--- src/rtl/bcs_pkg.sv ---
package bcs_pkg;

  typedef enum logic [2:0] {ST_TI, ST_T1, ST_T2, ST_T3, ST_TW, ST_T4} bus_st_t;

  localparam logic [2:0] CODE_PASSIVE = 3'b011;

  function automatic logic code_reads(input logic [2:0] c);
    return (c == 3'b000) || (c == 3'b001) || (c == 3'b101);
  endfunction

  function automatic logic code_writes(input logic [2:0] c);
    return (c == 3'b010) || (c == 3'b110);
  endfunction

  function automatic logic code_inta(input logic [2:0] c);
    return c == 3'b100;
  endfunction

  // T2, T3 and every wait state carry the strobe
  function automatic logic strobe_span(input bus_st_t st);
    return (st == ST_T2) || (st == ST_T3) || (st == ST_TW);
  endfunction

  // transceiver window: writes open at T2 start, inbound cycles at mid-T2
  function automatic logic den_window(input logic [2:0] c, input bus_st_t st,
                                      input logic ph);
    logic body;
    body = (st == ST_T3) || (st == ST_TW) || (st == ST_T4 && !ph);
    if (code_writes(c))                    return body || (st == ST_T2);
    else if (code_reads(c) || code_inta(c)) return body || (st == ST_T2 && ph);
    else                                   return 1'b0;
  endfunction

  function automatic logic ad_drive(input logic [2:0] c, input bus_st_t st);
    return (st == ST_T1) ||
           (code_writes(c) && (strobe_span(st) || st == ST_T4));
  endfunction

  function automatic logic [3:0] status_nibble(input logic ie, input logic [1:0] seg);
    return {1'b0, ie, seg};
  endfunction

endpackage

--- src/rtl/bcs_phase_fsm.sv ---
module bcs_phase_fsm
  import bcs_pkg::*;
(
  input  logic    clk,
  input  logic    rst,
  input  logic    req_valid,
  input  logic    ready,
  input  logic    hold,
  output bus_st_t state,
  output logic    ph,
  output logic    hlda,
  output logic    req_rdy,
  output logic    accept,
  output logic    sample,
  output logic    done
);

  bus_st_t nxt;

  assign req_rdy = (state == ST_TI) && ph && !hold && !hlda;
  assign accept  = req_rdy && req_valid;
  assign sample  = ph && ready && ((state == ST_T3) || (state == ST_TW));
  assign done    = (state == ST_T4) && ph;

  always_comb begin
    nxt = state;
    unique case (state)
      ST_TI:        if (accept) nxt = ST_T1;
      ST_T1:        nxt = ST_T2;
      ST_T2:        nxt = ST_T3;
      ST_T3, ST_TW: nxt = ready ? ST_T4 : ST_TW;
      ST_T4:        nxt = ST_TI;
      default:      nxt = ST_TI;
    endcase
  end

  always_ff @(posedge clk) begin
    if (rst) begin
      state <= ST_TI;
      ph    <= 1'b0;
      hlda  <= 1'b0;
    end else begin
      ph <= ~ph;
      if (ph) state <= nxt;
      if (!hold)
        hlda <= 1'b0;
      else if (!ph && (state == ST_TI || state == ST_T4))
        hlda <= 1'b1;
    end
  end

  AST_WAIT_NEEDS_NOT_READY: assert property (@(posedge clk) disable iff (rst)
    (state == ST_TW && $past(state) != ST_TW) |-> !$past(ready));

  AST_HLDA_RISE_POINT: assert property (@(posedge clk) disable iff (rst)
    $rose(hlda) |-> (($past(state) == ST_TI || $past(state) == ST_T4) && !$past(ph)));

  AST_T1_AFTER_ACCEPT_ONLY: assert property (@(posedge clk) disable iff (rst)
    (state == ST_T1 && $past(state) != ST_T1) |-> $past(req_valid));

endmodule

--- src/rtl/bcs_strobe_gen.sv ---
module bcs_strobe_gen
  import bcs_pkg::*;
(
  input  logic       clk,
  input  logic       rst,
  input  bus_st_t    state,
  input  logic       ph,
  input  logic       hlda,
  input  logic [2:0] code,
  output logic       ale,
  output logic       rd_n,
  output logic       wr_n,
  output logic       inta_n,
  output logic       den_n,
  output logic       io_m,
  output logic       dt_r,
  output logic       sso,
  output logic       ad_oe,
  output logic       bus_oe
);

  logic       in_cycle;
  logic       span;
  logic [2:0] shown;

  assign in_cycle = (state != ST_TI);
  assign span     = strobe_span(state) && !hlda;
  assign shown    = in_cycle ? code : CODE_PASSIVE;

  assign ale    = (state == ST_T1) && ph;
  assign rd_n   = !(span && code_reads(code));
  assign wr_n   = !(span && code_writes(code));
  assign inta_n = !(span && code_inta(code));
  assign den_n  = !(den_window(code, state, ph) && !hlda);
  assign {io_m, dt_r, sso} = shown;
  assign ad_oe  = ad_drive(code, state) && !hlda;
  assign bus_oe = !hlda;

  AST_ONE_STROBE: assert property (@(posedge clk) disable iff (rst)
    $countones({~rd_n, ~wr_n, ~inta_n}) <= 1);

  AST_ALE_ONE_CLK: assert property (@(posedge clk) disable iff (rst)
    $rose(ale) |=> !ale);

  AST_WRITE_UNDER_DEN: assert property (@(posedge clk) disable iff (rst)
    !wr_n |-> !den_n);

endmodule

--- src/rtl/bcs_datapath.sv ---
module bcs_datapath
  import bcs_pkg::*;
#(
  parameter int ADDR_W = 20,
  parameter int DATA_W = 8,
  localparam int MID_W = 16 - DATA_W,
  localparam int TOP_W = ADDR_W - 16
) (
  input  logic              clk,
  input  logic              rst,
  input  logic              accept,
  input  logic              sample,
  input  bus_st_t           state,
  input  logic [2:0]        req_code,
  input  logic [ADDR_W-1:0] req_addr,
  input  logic [DATA_W-1:0] req_wdata,
  input  logic [1:0]        req_seg,
  input  logic              req_ie,
  input  logic [DATA_W-1:0] ad_in,
  output logic [2:0]        code,
  output logic [DATA_W-1:0] ad_out,
  output logic [MID_W-1:0]  a_mid,
  output logic [TOP_W-1:0]  a_top,
  output logic [DATA_W-1:0] rd_data
);

  logic [ADDR_W-1:0] addr_q;
  logic [DATA_W-1:0] wdata_q;
  logic [1:0]        seg_q;
  logic              ie_q;

  always_ff @(posedge clk) begin
    if (rst) begin
      code    <= CODE_PASSIVE;
      addr_q  <= '0;
      wdata_q <= '0;
      seg_q   <= '0;
      ie_q    <= 1'b0;
      rd_data <= '0;
    end else begin
      if (accept) begin
        code    <= req_code;
        addr_q  <= req_addr;
        wdata_q <= req_wdata;
        seg_q   <= req_seg;
        ie_q    <= req_ie;
      end
      if (sample) rd_data <= ad_in;
    end
  end

  assign ad_out = (state == ST_T1) ? addr_q[DATA_W-1:0] : wdata_q;
  assign a_mid  = addr_q[15:DATA_W];
  assign a_top  = (state == ST_T1) ? (code[2] ? '0 : addr_q[ADDR_W-1:16])
                                   : TOP_W'(status_nibble(ie_q, seg_q));

  AST_MID_HELD: assert property (@(posedge clk) disable iff (rst)
    (state != ST_TI && $past(state) != ST_TI) |-> $stable(a_mid));

endmodule

--- src/rtl/mux_bus_sequencer.sv ---
module mux_bus_sequencer
  import bcs_pkg::*;
#(
  parameter int ADDR_W = 20,
  parameter int DATA_W = 8,
  localparam int MID_W = 16 - DATA_W,
  localparam int TOP_W = ADDR_W - 16
) (
  input  logic              clk,
  input  logic              rst,
  input  logic              req_valid,
  output logic              req_rdy,
  input  logic [2:0]        req_code,
  input  logic [ADDR_W-1:0] req_addr,
  input  logic [DATA_W-1:0] req_wdata,
  input  logic [1:0]        req_seg,
  input  logic              req_ie,
  output logic              done,
  output logic [DATA_W-1:0] rd_data,
  input  logic              ready,
  input  logic              hold,
  output logic              hlda,
  output logic [DATA_W-1:0] ad_out,
  input  logic [DATA_W-1:0] ad_in,
  output logic              ad_oe,
  output logic [MID_W-1:0]  a_mid,
  output logic [TOP_W-1:0]  a_top,
  output logic              bus_oe,
  output logic              ale,
  output logic              rd_n,
  output logic              wr_n,
  output logic              inta_n,
  output logic              den_n,
  output logic              io_m,
  output logic              dt_r,
  output logic              sso
);

  bus_st_t    state;
  logic       ph;
  logic       accept;
  logic       sample;
  logic [2:0] code;

  bcs_phase_fsm u_fsm (
    .clk(clk), .rst(rst), .req_valid(req_valid), .ready(ready), .hold(hold),
    .state(state), .ph(ph), .hlda(hlda), .req_rdy(req_rdy),
    .accept(accept), .sample(sample), .done(done)
  );

  bcs_datapath #(.ADDR_W(ADDR_W), .DATA_W(DATA_W)) u_dp (
    .clk(clk), .rst(rst), .accept(accept), .sample(sample), .state(state),
    .req_code(req_code), .req_addr(req_addr), .req_wdata(req_wdata),
    .req_seg(req_seg), .req_ie(req_ie), .ad_in(ad_in),
    .code(code), .ad_out(ad_out), .a_mid(a_mid), .a_top(a_top),
    .rd_data(rd_data)
  );

  bcs_strobe_gen u_stb (
    .clk(clk), .rst(rst), .state(state), .ph(ph), .hlda(hlda), .code(code),
    .ale(ale), .rd_n(rd_n), .wr_n(wr_n), .inta_n(inta_n), .den_n(den_n),
    .io_m(io_m), .dt_r(dt_r), .sso(sso), .ad_oe(ad_oe), .bus_oe(bus_oe)
  );

  AST_HOLD_FLOATS_BUS: assert property (@(posedge clk) disable iff (rst)
    hlda |-> (!ad_oe && !bus_oe && rd_n && wr_n && inta_n));

  AST_DONE_ONE_CLK: assert property (@(posedge clk) disable iff (rst)
    done |=> !done);

endmodule

--- config.mk ---
export PLATFORM = sky130hd
export DESIGN_NAME = mux_bus_sequencer
export DESIGN_NICKNAME = d
export VERILOG_FILES = /design/src/rtl/bcs_pkg.sv /design/src/rtl/bcs_phase_fsm.sv /design/src/rtl/bcs_strobe_gen.sv /design/src/rtl/bcs_datapath.sv /design/src/rtl/mux_bus_sequencer.sv
export SDC_FILE = /design/constraint.sdc
export NUM_CORES = 1
export LEC_CHECK = 0
export ABC_CLOCK_PERIOD_IN_PS = 3240
export CAP_MARGIN = 0
export CORE_UTILIZATION = 46
export DETAILED_ROUTE_END_ITERATION = 10
export PLACE_DENSITY = 0.83
export SYNTH_ARGS = -nofsm -noshare
export SYNTH_HDL_FRONTEND = slang
export SYNTH_HIERARCHICAL = 1
export SYNTH_SLANG_ARGS = --single-unit
--- constraint.sdc ---
create_clock -name clk -period 3.24 [get_ports clk]
set_clock_uncertainty 0.15 [all_clocks]
set_input_delay 0.324 -clock clk [delete_from_list [all_inputs] [get_ports clk]]
set_output_delay 0.324 -clock clk [all_outputs]
set_load 0.05 [all_outputs]
==> run metrics <==
I/O Buffers=87; Antenna diodes=0; maxcap violations=0; Arr. time, crit path=2.41 ns; post-synthesis sequential area ratio=0.427; Routed Antenna Nets=0; worst hold-check path type=register to register; Clock Tree Root=clkbuf_8; Final Slew Violations=0; I/O pins=88; main flop type after synthesis=dfxtp_1; Final Hold Viols=0; Detailed Route Iter0 Violations=62; global-route wire length before repair=7.60 mm; Cell Area, Placed=3020 µm²; Worst-Skew Late Latency=0.29 ns; antenna violations before repair=0; Post-Syn Area per Cell=9.98 µm²; syn nets=268; worst reg2reg setup slack=0.95 ns; Worst slew margin=0.413; CP delay by family, top=flip-flops; largest net degree at the start of global routing=49; synthesized cell area=2210 µm²; routability cong.=0.755; violated checks=DRC; Setup Fix Bufs, Post-CTS=0; largest area contributor in the netlist=dfxtp_1; Initial Util=0.493; Die Wd=71.3 µm; post-cts resize count=0; fillers=354; Final setup viols=0; WP depth=4; Power per Cell Area=400 nW/µm²; chain of cells forming the critical path=nor3b_2 -> o21ai_1 -> or3b_1 -> clkdlybuf4s50_1; CP max stage delay=0.70 ns; Tcrit/Tclk final=0.891; full die area=5080 µm²; number of flops mapped to enable cells by yosys=0; R2R depth=6; WP data required=2.77 ns; first-pass detailed-route iteration total=7; main combinational cell family by area after synthesis=multiplexers; via count=1745; wire length per cell=13.7 µm; mux share of post-synthesis cell area=0.238; Hold Path Stages=2; Clock Tree Buf Depth=2; FMAX=346 MHz; yosys warns=6; CP max-delay cell=dfxtp_1; drt drc=2; Reg clk slew, reported paths=0.09 ns; crit path launch type=register; # hold bufs at CTS=0; Synth Area in Adders=0; vias in the first global route=1697; outcome=finished with violations; DP Wirelength=3.31 mm; GRT Util Overall=0.190; Worst-Margin Slew=0.880 ns; share of cells above drive strength 1=0.114; synth top area cells=dfxtp_1, mux2i_1, nor2_1; Post-Syn Instances=221; RSZ-0062 raised after global routing=false; number of nets in the layout=343; post-synthesis compound-gate area fraction=0.0658; ys async rst share=0; Synth Area in XOR/XNOR=0.00397; Final Cell Area=3140 µm²; Yosys cell types=36; core area=4470 µm²; Max FO, Critical Path=16; CTS tree=done; clk sink count=47; die height=71.3 µm; area grow syn2layout=42.2%; via/cell ratio=5.00; TritonCTS buffer count=5; Crit Path Class=register to output pin; htree depth=2; setup TNS=0 ns; Static Leakage=1.12 nW; Synth top area share=0.427; flops & latches, synth=47; row count=24; Max IR drop VDD=295 µV; minimum clock period=2.89 ns; Worst Setup End Kind=output pin; simple-gate share of the synthesized area=0.188; Total Wirelength=4.77 mm; Pwr Total=1.26 mW; Bufs and invs on worst path=1; grt ovf=0
## power breakdown
group	total [mW]	internal [mW]	switching (mW)
Combinational	0.199	0.103	0.0960
Sequential	0.605	0.592	0.0129
Clock	0.451	0.254	0.197
## placed cells by master, fill, tap and decap left out, types with 3 or more instances in the layout
master            n
nor2b_1          10
a21oi_1           4
mux2_2           11
o21ai_0           3
clkdlybuf4s50_1  86
clkbuf_8          6
nand2_1           3
buf_4             3
nor2_1           47
nor3_1            3
dfxtp_1          47
mux2i_1          40
## cell usage after synthesis, types with 2 or more instances
master and n:
nand2b_1 2, a21oi_1 4, inv_1 2, nor3b_1 2, nor3_1 3, clkbuf_1 3, buf_6 5, mux2i_1 40
mux2_2 11, nor2_1 47, a211o_1 2, or3b_1 2, dfxtp_1 47, nor2b_1 10, buf_2 6, buf_4 9
nand2_1 3, a32oi_1 2, or2_2 2, o21ai_0 3
## state kept, by name (all words and copies together) (netlist names)
register and count:
u_fsm/hlda 1, u_dp/wdata_q 8, u_fsm/ph 1, u_dp/addr_q 20
u_dp/ie_q 1, u_dp/seg_q 2, u_dp/code 3, u_fsm/state 3
u_dp/rd_data 8
## worst reg2reg max path: cells and delay by family (launching register included)
family                 cells  cell delay (ns)
muxes                      1             0.23
buffers and inverters      1             0.26
and+or+nand+nor            4             1.04
DFF                        1             0.48
## logic make-up after synthesis
kind of cell | after synthesis
and+or+nand+nor | 80
muxes | 51
AOI/OAI and AO/OA | 17
DFF | 47
xor gates and xnor gates | 1
buffers and inverters | 25
## layout make-up
class	instances	area, µm²	share of cell area
Multi-Input combinational cell	149	1090	0.349
Sequential cell	47	941	0.300
Timing Repair Buffer	91	908	0.290
Clock buffer	6	82.6	0.0263
Tap cell	52	65.1	0.0207
Clock inverter	2	38.8	0.0124
Inverter	2	7.51	0.00239
## worst paths after layout
check	from	to
max	u_fsm/state[2]	inta_n
min	u_dp/seg_q[0]	u_dp/seg_q[0]
max reg2reg	u_fsm/state[1]	u_dp/addr_q[6]
min reg2reg	u_dp/seg_q[0]	u_dp/seg_q[0]
## metal layers
layer	GRT usage	routed length [µm]	part of all wire	vias up
met4	0.0600	56	0.012	0
met1	0.224	2130	0.45	801
li1	-	-	-	893
met2	0.350	2390	0.50	46
met3	0.0309	188	0.039	5
met5	0	0	0	-
## through the flow
step	hold slack, ns	cells	worst slack (ns)	utilization
2_1_floorplan	0.241	221	1.01	-
6_report	0.347	349	0.353	0.701
3_5_place_dp	0.328	341	0.674	0.674
5_1_grt	0.375	349	0.197	0.701
3_3_place_gp	0.316	341	0.716	0.674
4_1_cts	0.352	349	0.339	0.701
No activity file was read; power rests on OpenSTA's default activity.
